--- config.mk ---
export PLATFORM = sky130hd
export DESIGN_NAME = lsq_clash_matrix
export DESIGN_NICKNAME = d
export VERILOG_FILES = /design/src/rtl/lsq_clash_pkg.sv /design/src/rtl/clash_cmp.sv /design/src/rtl/clash_free_cell.sv /design/src/rtl/lsq_clash_matrix.sv
export SDC_FILE = /design/constraint.sdc
export NUM_CORES = 1
export LEC_CHECK = 0
export BUFFER_PORTS_ARGS = -buffer_cell sky130_fd_sc_hd__buf_2
export CORE_MARGIN = 5
export CORE_UTILIZATION = 45
export CTS_BUF_LIST = sky130_fd_sc_hd__clkbuf_16
export CTS_CLUSTER_SIZE = 28
export DETAILED_ROUTE_END_ITERATION = 12
export SLEW_MARGIN = 10
export SYNTH_ARGS = -nofsm -noshare
export SYNTH_HDL_FRONTEND = slang
export SYNTH_HIERARCHICAL = 1
export SYNTH_SLANG_ARGS = --single-unit
--- constraint.sdc ---
create_clock -name clk_i -period 1.7 [get_ports clk_i]
set_input_delay 0.255 -clock clk_i [delete_from_list [all_inputs] [get_ports clk_i]]
set_output_delay 0.255 -clock clk_i [all_outputs]
set_load 0.01 [all_outputs]
--- src/rtl/lsq_clash_pkg.sv ---
package lsq_clash_pkg;
    localparam int unsigned LINE_LSB   = 4;
    localparam int unsigned LINE_MSB   = 11;
    localparam int unsigned LINE_W     = LINE_MSB - LINE_LSB + 1;
    localparam int unsigned BYTE_LANES = 16;

    typedef logic [LINE_W-1:0]     line_tag_t;
    typedef logic [BYTE_LANES-1:0] byte_mask_t;

    // Flat index of the pair (lo, hi), lo < hi, in an upper-triangle store.
    function automatic int unsigned pair_index(int unsigned n, int unsigned lo, int unsigned hi);
        return lo * n - (lo * (lo + 1)) / 2 + (hi - lo - 1);
    endfunction
endpackage

--- src/rtl/clash_cmp.sv ---
module clash_cmp
    import lsq_clash_pkg::*;
(
    input  line_tag_t  tag_a_i,
    input  byte_mask_t mask_a_i,
    input  line_tag_t  tag_b_i,
    input  byte_mask_t mask_b_i,
    output logic       hit_o
);
    logic same_line;
    logic lanes_shared;

    always_comb begin
        same_line    = (tag_a_i == tag_b_i);
        lanes_shared = |(mask_a_i & mask_b_i);
        hit_o        = same_line && lanes_shared;
    end
endmodule

--- src/rtl/clash_free_cell.sv ---
module clash_free_cell #(
    parameter int unsigned NUM_SLOTS = 8
) (
    input  logic                 live_i,
    input  logic [NUM_SLOTS-1:0] row_i,
    output logic                 free_o
);
    always_comb begin
        free_o = live_i && (row_i == '0);
    end
endmodule

--- src/rtl/lsq_clash_matrix.sv ---
module lsq_clash_matrix
    import lsq_clash_pkg::*;
#(
    parameter int unsigned NUM_UNITS    = 4,
    parameter int unsigned REQ_PER_UNIT = 2,
    parameter int unsigned ADDR_W       = 32,
    localparam int unsigned NUM_SLOTS   = NUM_UNITS * REQ_PER_UNIT,
    localparam int unsigned IDX_W       = (NUM_SLOTS > 1) ? $clog2(NUM_SLOTS) : 1
) (
    input  logic                 clk_i,
    input  logic                 rst_ni,
    input  logic                 alloc_valid_i,
    input  logic [IDX_W-1:0]     alloc_slot_i,
    input  logic [ADDR_W-1:0]    alloc_addr_i,
    input  logic [BYTE_LANES-1:0] alloc_mask_i,
    input  logic                 retire_valid_i,
    input  logic [IDX_W-1:0]     retire_slot_i,
    output logic [NUM_SLOTS-1:0] clash_free_o
);
    localparam int unsigned NUM_PAIRS = NUM_SLOTS * (NUM_SLOTS - 1) / 2;
    localparam int unsigned PAIR_W    = (NUM_PAIRS > 0) ? NUM_PAIRS : 1;

    typedef struct packed {
        logic [NUM_SLOTS-1:0]       live;
        line_tag_t [NUM_SLOTS-1:0]  tag;
        byte_mask_t [NUM_SLOTS-1:0] mask;
        logic [PAIR_W-1:0]          pair;
    } state_t;

    state_t state_d, state_q;

    line_tag_t            new_tag;
    logic [NUM_SLOTS-1:0] hit;
    logic [NUM_SLOTS-1:0] alloc_vec;
    logic [NUM_SLOTS-1:0] retire_vec;
    logic [NUM_SLOTS-1:0] cand;
    logic [NUM_SLOTS-1:0] row [NUM_SLOTS];

    assign new_tag = alloc_addr_i[LINE_MSB:LINE_LSB];

    // One comparator per slot: the new request against each stored one.
    for (genvar k = 0; k < NUM_SLOTS; k++) begin : g_cmp
        clash_cmp u_cmp (
            .tag_a_i  (new_tag),
            .mask_a_i (alloc_mask_i),
            .tag_b_i  (state_q.tag[k]),
            .mask_b_i (state_q.mask[k]),
            .hit_o    (hit[k])
        );
    end

    always_comb begin
        for (int i = 0; i < NUM_SLOTS; i++) begin
            alloc_vec[i]  = alloc_valid_i  && (alloc_slot_i  == IDX_W'(i));
            retire_vec[i] = retire_valid_i && (retire_slot_i == IDX_W'(i));
            cand[i]       = hit[i] && state_q.live[i] && !retire_vec[i] && !alloc_vec[i];
        end
    end

    always_comb begin
        state_d = state_q;
        for (int i = 0; i < NUM_SLOTS; i++) begin
            if (retire_vec[i]) begin
                state_d.live[i] = 1'b0;
            end
            if (alloc_vec[i]) begin
                state_d.live[i] = 1'b1;
                state_d.tag[i]  = new_tag;
                state_d.mask[i] = alloc_mask_i;
            end
        end
        for (int i = 0; i < NUM_SLOTS; i++) begin
            for (int j = i + 1; j < NUM_SLOTS; j++) begin
                int unsigned p;
                p = pair_index(NUM_SLOTS, i, j);
                if (retire_vec[i] || retire_vec[j] || alloc_vec[i] || alloc_vec[j]) begin
                    state_d.pair[p] = 1'b0;
                end
                if (alloc_vec[i]) begin
                    state_d.pair[p] = cand[j];
                end else if (alloc_vec[j]) begin
                    state_d.pair[p] = cand[i];
                end
            end
        end
    end

    always_ff @(posedge clk_i or negedge rst_ni) begin
        if (!rst_ni) begin
            state_q <= '0;
        end else begin
            state_q <= state_d;
        end
    end

    // Expand the triangle into full rows for the per-slot reduction.
    always_comb begin
        for (int i = 0; i < NUM_SLOTS; i++) begin
            for (int j = 0; j < NUM_SLOTS; j++) begin
                if (i < j) begin
                    row[i][j] = state_q.pair[pair_index(NUM_SLOTS, i, j)];
                end else if (j < i) begin
                    row[i][j] = state_q.pair[pair_index(NUM_SLOTS, j, i)];
                end else begin
                    row[i][j] = 1'b0;
                end
            end
        end
    end

    for (genvar i = 0; i < NUM_SLOTS; i++) begin : g_free
        clash_free_cell #(.NUM_SLOTS(NUM_SLOTS)) u_free (
            .live_i (state_q.live[i]),
            .row_i  (row[i]),
            .free_o (clash_free_o[i])
        );
    end

    // ---------------- assertions ----------------
    logic orphan_pair;
    always_comb begin
        orphan_pair = 1'b0;
        for (int i = 0; i < NUM_SLOTS; i++) begin
            for (int j = i + 1; j < NUM_SLOTS; j++) begin
                if (state_q.pair[pair_index(NUM_SLOTS, i, j)] && !(state_q.live[i] && state_q.live[j])) begin
                    orphan_pair = 1'b1;
                end
            end
        end
    end

    assert_pair_needs_live_R3: assert property (@(posedge clk_i) disable iff (!rst_ni)
        !orphan_pair);

    assert_retire_blocks_R7: assert property (@(posedge clk_i) disable iff (!rst_ni)
        (retire_valid_i && !(alloc_valid_i && alloc_slot_i == retire_slot_i))
        |=> !clash_free_o[$past(retire_slot_i)]);

    assert_zero_mask_free_R6: assert property (@(posedge clk_i) disable iff (!rst_ni)
        (alloc_valid_i && alloc_mask_i == '0) |=> clash_free_o[$past(alloc_slot_i)]);

    assert_idle_stable_R10: assert property (@(posedge clk_i) disable iff (!rst_ni)
        (!alloc_valid_i && !retire_valid_i) |=> $stable(clash_free_o));
endmodule

==> metrics.txt <==
result of the run=complete, but fails checks; failing checks=setup timing; iteration-0 DRC count of the detailed router=692; Max rail drop VDD=about 0.60 mV; commonest cells after routing, fill and taps aside=457 x nand2_1, 224 x dfrtp_1, 134 x buf_4, 65 x xor2_1, 49 x mux2_2; routed vias=8,659; Cell Chain, Critical Path=or4b_4, nor4_4, buf_2; die width=167 um; count of boundary I/O pins=66; commonest non-fill, non-tap cell in the layout=nand2_1; longest individual stage delay on the worst path=0.55 ns; via count of the first global-routing pass=8,600; number of setup violations in the final report=35; count of flip-flops with a built-in enable after synthesis=0; largest family of logic cells by synthesized area=simple AND/OR/NAND/NOR gates; remaining routing DRC violations=0; number of I/O port buffers=41; post-place setup slack=-0.504 ns; clk buf depth=3; first-pass GRT wire length=48.4 mm; element type at the critical path end=output pin; Synthesis Warnings=6; FFs w/ async S/R, synth=1.00; effective utilization at floorplan=0.457; crit share post-route=1.26; die extent in y=167 um; TritonCTS clock tree=done; Syn Inst Count=1,134; synthesized area divided by synthesized cell count=9.77 um^2; dpl hpwl=between 20 and 25 mm; number of clock buffers inserted by TritonCTS=26; leakage power figure=6.86 nW; via density per instance=around 5.3; Worst Hold Margin=0.0269 ns; final number of hold-violating endpoints=0; number of core rows=57; min setup slack post-route=-0.441 ns; standard cell core area=24,200 um^2; met3 wirelength from detailed routing=1.46 mm; netlist area before placement=between 10,000 and 15,000 um^2; Required @ worst endpoint=1.44 ns; critical path class=flop to output pin; aggregate routed wire length=roughly 29 mm; Pre-antenna DRT Iters=5; Synth cell types=57; Post-Place Cell Area=12,600 um^2; final setup skew=0.00797 ns; clock sinks=between 200 and 250; Congestion Overflow GR=0; number of diodes added for antenna fixing=0; CTS H-tree depth=1; Max Used Layer=met4; path class of the lowest-slack min-delay path=input port to flop; clock period minus final worst setup slack=2.14 ns; share of synthesized area occupied by flip-flops and latches=0.515; buffer type at the clock tree root=clkbuf_16; total non-filler cell area in the finished layout=roughly 14,000 um^2; Max Cap Viol=0; Power per Cell Area=1080 nW/um^2; maximum operating frequency=about 0.47 GHz; met2 wirelength from detailed routing=13.6 mm; clock latency on the worst-skew pair=0.51 ns; proportion of layout cells with a drive suffix above 1=0.295; clock transition at the register clock pins on the worst setup and hold paths after CTS=~0.06 ns; critical path's slowest cell=or4b_4; Met1 Routed Length=14.0 mm; P&R area growth vs syn=25.5%; XOR/XNOR Fraction of Synth Area=0.0522; all-layer global routing usage=0.211; WL per Instance=~18 um; Final Slew Violations=0; Routability Congestion=0.866; endpoint arrival time on the critical path=1.89 ns; Seq cells post-synth=around 230; synthesized-area fraction occupied by and/or/nand/nor cells=0.237; portion of netlist area occupied by mux cells=0.0534; adder-cell share of the synthesized area=0; CP Max Fanout=3; die area=27,900 um^2; antenna violations before repair=0; Antenna Violating Nets Remaining=0; launching element type of the critical path=flop; largest net degree at the start of global routing=86; complex-gate fraction of the synthesized area=0.109; setup repair after global routing missed its margin=true; Primary FF master, synth=dfrtp_1; # nets final=1,342
==> area by class of cell <==
cell class                 count  area [um^2]
inverter                       4         17.5
timing repair buffer         196         1570
clock inverter                17         66.3
fill                        2116        10300
clock buffer                  27          676
multi-input combinational    828         5460
tap                          324          405
sequential                   228         5710
==> synthesized netlist by cell type (6+ instances only) <==
cell,instances,area [um^2]
o22ai_1,9,56.3
nor4_1,16,100
clkbuf_1,41,154
nand4_1,15,93.8
a22o_1,33,289
a21oi_1,11,55.1
nand4b_1,6,52.6
dfrtp_1,228,5710
xor2_1,65,569
nand2_1,460,1730
or3_1,9,56.3
and3_1,13,81.3
nor4_2,8,100
buf_2,36,180
or4b_1,9,90.1
mux2_2,49,552
nand3_1,6,30.0
a221oi_2,32,480
==> cell families after synthesis <==
kind of cell | Yosys count
XOR/XNOR | 66
AND/OR/NAND/NOR | 576
AO/OA/AOI/OAI | 125
multiplexers | 53
buffers and inverters | 85
flip-flops | 228
other | 1
==> routing by layer <==
layer / vias up / global-route usage
li1: 4172 / -
met1: 4271 / 0.321
met2: 184 / 0.325
met3: 32 / 0.0344
met4: 0 / 0.0391
met5: - / 0
==> registers in the layout, summed over array words and instances (netlist names) <==
signal	cells
row	28
state_q	200
==> where the power goes <==
group          internal (mW)  switching, mW
clock network           2.82           2.12
logic                   1.45           1.48
registers               6.42          0.707
total                   10.7           4.30
==> metrics by stage <==
stage | setup TNS, ns | total power, mW | std cells | util
3_5_place_dp | -11.97 | 9.88 | 1564 | 0.520
4_1_cts | -7.24 | 15.0 | 1617 | 0.565
6_report | -7.19 | 15.0 | 1624 | 0.573
2_1_floorplan | 0 | 8.74 | 1141 | -
3_3_place_gp | -11.66 | 9.78 | 1564 | 0.520
5_1_grt | -9.96 | 15.8 | 1624 | 0.573
==> critical path, delay by kind of cell, from the launching register on <==
| family | cells | cell delay [ns] |
|---|---|---|
| buffers and inverters | 1 | 0.16 |
| flip-flops | 1 | 0.44 |
| AND/OR/NAND/NOR | 2 | 0.76 |
==> worst paths after layout <==
check | cells after the start | start | slack (ns) | to
max | 3 | row[3]$_DFFE_PN0P_ | -0.44 | clash_free_o[3]
min reg2reg | 2 | state_q[42]$_DFFE_PN0P_ | 0.47 | state_q[42]$_DFFE_PN0P_
min | 3 | alloc_mask_i[0] | 0.03 | state_q[124]$_DFFE_PN0P_
max reg2reg | 7 | state_q[92]$_DFFE_PN0P_ | -0.27 | row[20]$_DFFE_PN0P_
max in group asynchronous | 3 | rst_ni | 0.94 | state_q[140]$_DFFE_PN0P_
min in group asynchronous | 3 | rst_ni | 0.32 | state_q[146]$_DFFE_PN0P_
==> timing repair <==
action | CTS | global route
endpoints found under the setup margin | 36 | 36
gates resized for setup | 59 | 27
pin swaps | 46 | 22
endpoints found under the hold margin | 228 | 0
hold buffers | 1 | 0
buffers inserted | 8 | 7
gates cloned | 0 | 0
No activity file was read; power rests on OpenSTA's default activity.
